[src/rtl/adc_scan_pkg.sv]
package adc_scan_pkg;
  typedef enum logic [1:0] {
    S_IDLE,
    S_GAP,
    S_STROBE,
    S_OUT
  } seq_state_e;
endpackage

[src/rtl/adc_scan_pick.sv]
// Lowest enabled channel at or above from_i.
module adc_scan_pick #(
  parameter int NCH = 8,
  parameter int AW  = 3
) (
  input  logic [NCH-1:0] mask_i,
  input  logic [AW:0]    from_i,
  output logic           found_o,
  output logic [AW-1:0]  idx_o
);
  always_comb begin
    found_o = 1'b0;
    idx_o   = '0;
    for (int i = NCH - 1; i >= 0; i--) begin
      if (mask_i[i] && ((AW+1)'(i) >= from_i)) begin
        found_o = 1'b1;
        idx_o   = AW'(i);
      end
    end
  end
endmodule

[src/rtl/adc_scan_fmt.sv]
// Complementary offset binary to two's complement: keep MSB, invert the rest.
module adc_scan_fmt #(
  parameter int DW = 8
) (
  input  logic [DW-1:0] raw_i,
  input  logic          bipolar_i,
  output logic [DW-1:0] data_o
);
  assign data_o = bipolar_i ? {raw_i[DW-1], ~raw_i[DW-2:0]} : raw_i;
endmodule

[src/rtl/adc_scan_seq.sv]
module adc_scan_seq
  import adc_scan_pkg::*;
#(
  parameter int NCH         = 8,
  parameter int DW          = 8,
  parameter int CONV_CYCLES = 6,
  parameter int ACC_CYCLES  = 2,
  parameter int MIN_HIGH    = 3,
  parameter bit USE_DONE    = 1'b0,
  localparam int AW         = $clog2(NCH)
) (
  input  logic           clk_i,
  input  logic           rst_ni,
  input  logic           start_i,
  input  logic           cont_i,
  input  logic           mode_i,
  input  logic           bipolar_i,
  input  logic [NCH-1:0] chan_en_i,
  input  logic           conv_done_i,
  input  logic [DW-1:0]  adc_data_i,
  output logic           adc_cs_no,
  output logic           adc_rd_no,
  output logic [AW-1:0]  adc_addr_o,
  output logic           out_valid_o,
  input  logic           out_ready_i,
  output logic [AW-1:0]  out_chan_o,
  output logic [DW-1:0]  out_data_o
);
  localparam int MAXC = (CONV_CYCLES > ACC_CYCLES)
                        ? ((CONV_CYCLES > MIN_HIGH) ? CONV_CYCLES : MIN_HIGH)
                        : ((ACC_CYCLES > MIN_HIGH) ? ACC_CYCLES : MIN_HIGH);
  localparam int CW   = $clog2(MAXC + 1);

  seq_state_e     state_q;
  logic [CW-1:0]  cnt_q;
  logic [NCH-1:0] mask_q;
  logic           mode_q, bip_q, first_q, flush_q, last_q;
  logic [AW-1:0]  cur_q, prev_q, res_chan_q;
  logic [DW-1:0]  res_raw_q;

  logic           first_found, next_found;
  logic [AW-1:0]  first_idx, next_idx;
  logic [NCH-1:0] first_mask;
  logic [AW:0]    next_from;

  assign first_mask = (state_q == S_IDLE) ? chan_en_i : mask_q;
  assign next_from  = {1'b0, cur_q} + (AW+1)'(1);

  adc_scan_pick #(.NCH(NCH), .AW(AW)) u_pick_first (
    .mask_i (first_mask),
    .from_i ('0),
    .found_o(first_found),
    .idx_o  (first_idx)
  );

  adc_scan_pick #(.NCH(NCH), .AW(AW)) u_pick_next (
    .mask_i (mask_q),
    .from_i (next_from),
    .found_o(next_found),
    .idx_o  (next_idx)
  );

  adc_scan_fmt #(.DW(DW)) u_fmt (
    .raw_i    (res_raw_q),
    .bipolar_i(bip_q),
    .data_o   (out_data_o)
  );

  logic stall_end, conv_end, emit, end_scan;
  assign stall_end = USE_DONE ? conv_done_i : (cnt_q == CW'(CONV_CYCLES - 1));
  assign conv_end  = mode_q ? (cnt_q == CW'(ACC_CYCLES - 1)) : stall_end;
  assign emit      = !mode_q || !first_q;           // pipelined: first read is stale
  assign end_scan  = mode_q ? flush_q : !next_found;

  always_ff @(posedge clk_i or negedge rst_ni) begin
    if (!rst_ni) begin
      state_q    <= S_IDLE;
      cnt_q      <= '0;
      mask_q     <= '0;
      mode_q     <= 1'b0;
      bip_q      <= 1'b0;
      first_q    <= 1'b0;
      flush_q    <= 1'b0;
      last_q     <= 1'b0;
      cur_q      <= '0;
      prev_q     <= '0;
      res_chan_q <= '0;
      res_raw_q  <= '0;
    end else begin
      case (state_q)
        S_IDLE: begin
          if (start_i && first_found) begin
            mask_q  <= chan_en_i;
            mode_q  <= mode_i;
            bip_q   <= bipolar_i;
            cur_q   <= first_idx;
            first_q <= 1'b1;
            flush_q <= 1'b0;
            cnt_q   <= '0;
            state_q <= S_GAP;
          end
        end
        S_GAP: begin
          if (cnt_q == CW'(MIN_HIGH - 1)) begin
            cnt_q   <= '0;
            state_q <= S_STROBE;
          end else begin
            cnt_q <= cnt_q + CW'(1);
          end
        end
        S_STROBE: begin
          if (conv_end) begin
            cnt_q   <= '0;
            prev_q  <= cur_q;
            first_q <= 1'b0;
            if (mode_q && !flush_q && !next_found) flush_q <= 1'b1;  // re-read last channel to flush
            else if (next_found && !flush_q)       cur_q   <= next_idx;
            if (emit) begin
              res_chan_q <= mode_q ? prev_q : cur_q;
              res_raw_q  <= adc_data_i;
              last_q     <= end_scan;
              state_q    <= S_OUT;
            end else begin
              state_q <= S_GAP;
            end
          end else begin
            cnt_q <= cnt_q + CW'(1);
          end
        end
        S_OUT: begin
          if (out_ready_i) begin
            cnt_q <= '0;
            if (!last_q) begin
              state_q <= S_GAP;
            end else if (cont_i && first_found) begin
              cur_q   <= first_idx;
              first_q <= 1'b1;
              flush_q <= 1'b0;
              state_q <= S_GAP;
            end else begin
              state_q <= S_IDLE;
            end
          end
        end
        default: state_q <= S_IDLE;
      endcase
    end
  end

  assign adc_cs_no   = (state_q != S_STROBE);
  assign adc_rd_no   = (state_q != S_STROBE);
  assign adc_addr_o  = cur_q;
  assign out_valid_o = (state_q == S_OUT);
  assign out_chan_o  = res_chan_q;
endmodule

[config.mk]
export PLATFORM = sky130hd
export DESIGN_NAME = adc_scan_seq
export DESIGN_NICKNAME = d
export VERILOG_FILES = /design/src/rtl/adc_scan_pkg.sv /design/src/rtl/adc_scan_pick.sv /design/src/rtl/adc_scan_fmt.sv /design/src/rtl/adc_scan_seq.sv
export SDC_FILE = /design/constraint.sdc
export NUM_CORES = 1
export LEC_CHECK = 0
export ABC_CLOCK_PERIOD_IN_PS = 3600
export BUFFER_PORTS_ARGS = -buffer_cell sky130_fd_sc_hd__buf_2
export CORE_MARGIN = 10
export CORE_UTILIZATION = 51
export CTS_BUF_LIST = sky130_fd_sc_hd__clkbuf_4 sky130_fd_sc_hd__clkbuf_8
export CTS_CLUSTER_SIZE = 12
export DETAILED_ROUTE_END_ITERATION = 10
export PLACE_DENSITY = 0.72
export SETUP_SLACK_MARGIN = 0.2
export SLEW_MARGIN = 20
export SYNTH_ARGS = -nofsm -noshare
export SYNTH_HDL_FRONTEND = slang
export SYNTH_SLANG_ARGS = --single-unit
[constraint.sdc]
create_clock -name clk_i -period 3.6 [get_ports clk_i]
set_clock_uncertainty 0.2 [all_clocks]
set_input_delay 0.36 -clock clk_i [delete_from_list [all_inputs] [get_ports clk_i]]
set_output_delay 0.36 -clock clk_i [all_outputs]
set_load 0.05 [all_outputs]
==> reports/results.ini <==
[timing]
min_period_ns = 2.867
rsz0062_at_grt = false
hold_violations = 0
slew_headroom_pct = 47.56
tightestPinTransition_ns = 0.7866
finalSetupTns_ns = 0
finalCritPeriodShare_pct = 79.64
clock.fmax_mhz = 348.8
setup_viol = 0
setup_ws_ns = 0.7329
final_max_slew_viol_count = 0

[routing]
antenna_left = 0
drt-vias-per-instance = 5.599
num_vias = 1758
drc_errors = 0
drt_wl_total_um = 5084
wl_per_cell_um = 16.19
first_pass_iters = 4
first_iter_violations = 99

[global_route]
grt_pass1_wl_um = 8680
grt_pass1_vias = 1826
grt_overflow = 0
grt_usage_pct = 13.96
grt_antenna_before_repair = 0
grt_max_degree = 36

[logic_synthesis]
synth_most_common_cell = dfrtp_1
syn_inst = 223
synth-edff-count = 0
yosys.area.top_type = dfrtp_1
ys.warnings.count = 0
synthFlopType = dfrtp_1
avgSynthCellArea_um2 = 10.27
synth_nets = 253
synthArstFlopShare_pct = 100.0
synth_area_um2 = 2290
ys_types = 55
yosys-top-cells-area = dfrtp_1, mux2_1, mux2_2
yosysSeqAreaShare_pct = 38.25
synth_commonest_cells = dfrtp_1, a21oi_1, nand2_1, nor2_1
ys_ff_latch = 35
yosysTopAreaCellShare_pct = 38.25

[flow_run]
maxCapViolations = 0

[die]
rows = 24
die_area_um2 = 7570
dieWidth_um = 87.01
io_pins = 41
start_util_pct = 52.59
core-area_um2 = 4354
die_h_um = 87.01

[clock_tree]
htree_levels = 2
clk_latency_ns = 0.29
cts_resized = 0
cts_sinks = 35
cts_buffers = 5
root_buffer = clkbuf_8
cts_tree = yes
clkSlewWorstSetupHoldPaths_ns = 0.08
cts_max_path_buffers = 2

[cells_and_area]
fin_nets = 291
stdcell_area_um2 = 2619
drive_gt1_share_pct = 29.01
antenna_cells = 0
nFillCells = 342
syn2layout_area_growth_pct = 14.37

[critical_path]
rrSetupSlack_ns = 0.73
critPathCaptureType = flop
startpoint_type = flop
arrival_ns = 2.84
path_class = flop to flop
crit_required_ns = 3.58
critPathMaxFanout = 10

[place]
port_buffers = 39
pre_cts_ws_ns = 0.7120
placed_cell_area_um2 = 2492
routabilityCongestion = 0.8323
hpwl_um = 3927

[hold_path]
hold_class = input pin to flop

[run_status]
status = finished clean

registers in the layout, indices dropped and copies added (netlist names):
name and count:
first_q 1, out_chan_o 3, flush_q 1, last_q 1, res_raw_q 8, adc_addr_o 3, bip_q 1, prev_q 3
cnt_q 3, state_q 2, mask_q 8, mode_q 1
worst max-delay path: stages (launching register included):
cell     delay (ns)
dfrtp_1        0.44
inv_1          0.14
ha_1           0.39
inv_1          0.24
nor3_1         0.50
and2_1         0.47
mux2_2         0.39
kinds of logic (layout without fill, tap and decap cells):
logic type,count (synthesis),count (layout),share of synthesized area (%)
AO/OA/AOI/OAI,54,54,17.87
buffers and inverters,23,62,5.136
XOR/XNOR,9,9,3.443
AND/OR/NAND/NOR,67,67,18.03
multiplexers,29,29,13.99
adder cells (fa/ha/maj),6,6,3.279
flip-flops,35,35,38.25
routing by layer:
metal / vias up / GRT usage (%) / routed length (um)
met4: 0 / 4.860 / 80
met5: - / 0 / 0
met3: 10 / 4.307 / 281
met1: 831 / 17.50 / 2319
li1: 879 / - / -
met2: 38 / 22.05 / 2403
timing repair:
item                       4_1_cts  5_1_grt
hold buffers                     1        0
setup buffers                    0        0
setup endpoints to repair        0        0
hold endpoints to repair        35        0
through the flow:
step           utilization [%]  std cells  hold slack [ns]
5_1_grt                  60.14        314          0.07901
3_3_place_gp             57.24        305           0.2630
4_1_cts                  60.14        314          0.07617
3_5_place_dp             57.24        305           0.2841
6_report                 60.14        314          0.07934
2_1_floorplan                -        223          -0.1356
cell type report:
class                           count  area [um2]  area share (%)
Inverter                           12       45.04           1.720
Clock buffer                        5       68.82           2.628
Multi-Input combinational cell    165        1296           49.50
Clock inverter                      3       47.55           1.816
Sequential cell                    35       875.8           33.44
Tap cell                           52       65.06           2.484
Timing Repair Buffer               42       220.2           8.409
layout by cell type, fill, tap and decap left out, drive strengths merged, types with 2 or more instances in the layout:
master / n
inv: 13
a21oi: 12
a31oi: 4
buf: 41
o211ai: 2
mux2i: 8
and2: 4
nand2: 13
nor3b: 7
mux2: 21
o31a: 2
nand2b: 7
a21boi: 3
xor2: 7
o21ai: 13
nand3: 6
xnor2: 2
ha: 6
and4b: 2
dfrtp: 35
a2bb2oi: 2
nor3: 10
clkbuf: 5
o31ai: 5
nor2: 13
path summary, 6_finish.rpt:
path | depth (start not counted) | end | from
worst max-delay path | 6 | res_raw_q[3] | state_q[0]
worst min-delay path | 2 | bip_q | bipolar_i
worst max register to register | 6 | res_raw_q[3] | state_q[0]
worst min register to register | 1 | res_raw_q[7] | res_raw_q[7]
max in group asynchronous | 2 | last_q | rst_ni
min in group asynchronous | 2 | state_q[0] | rst_ni
Power is left out: the tool's default activity adds up to more than one toggle a clock period on the data nets, which glitch-free logic cannot reach.
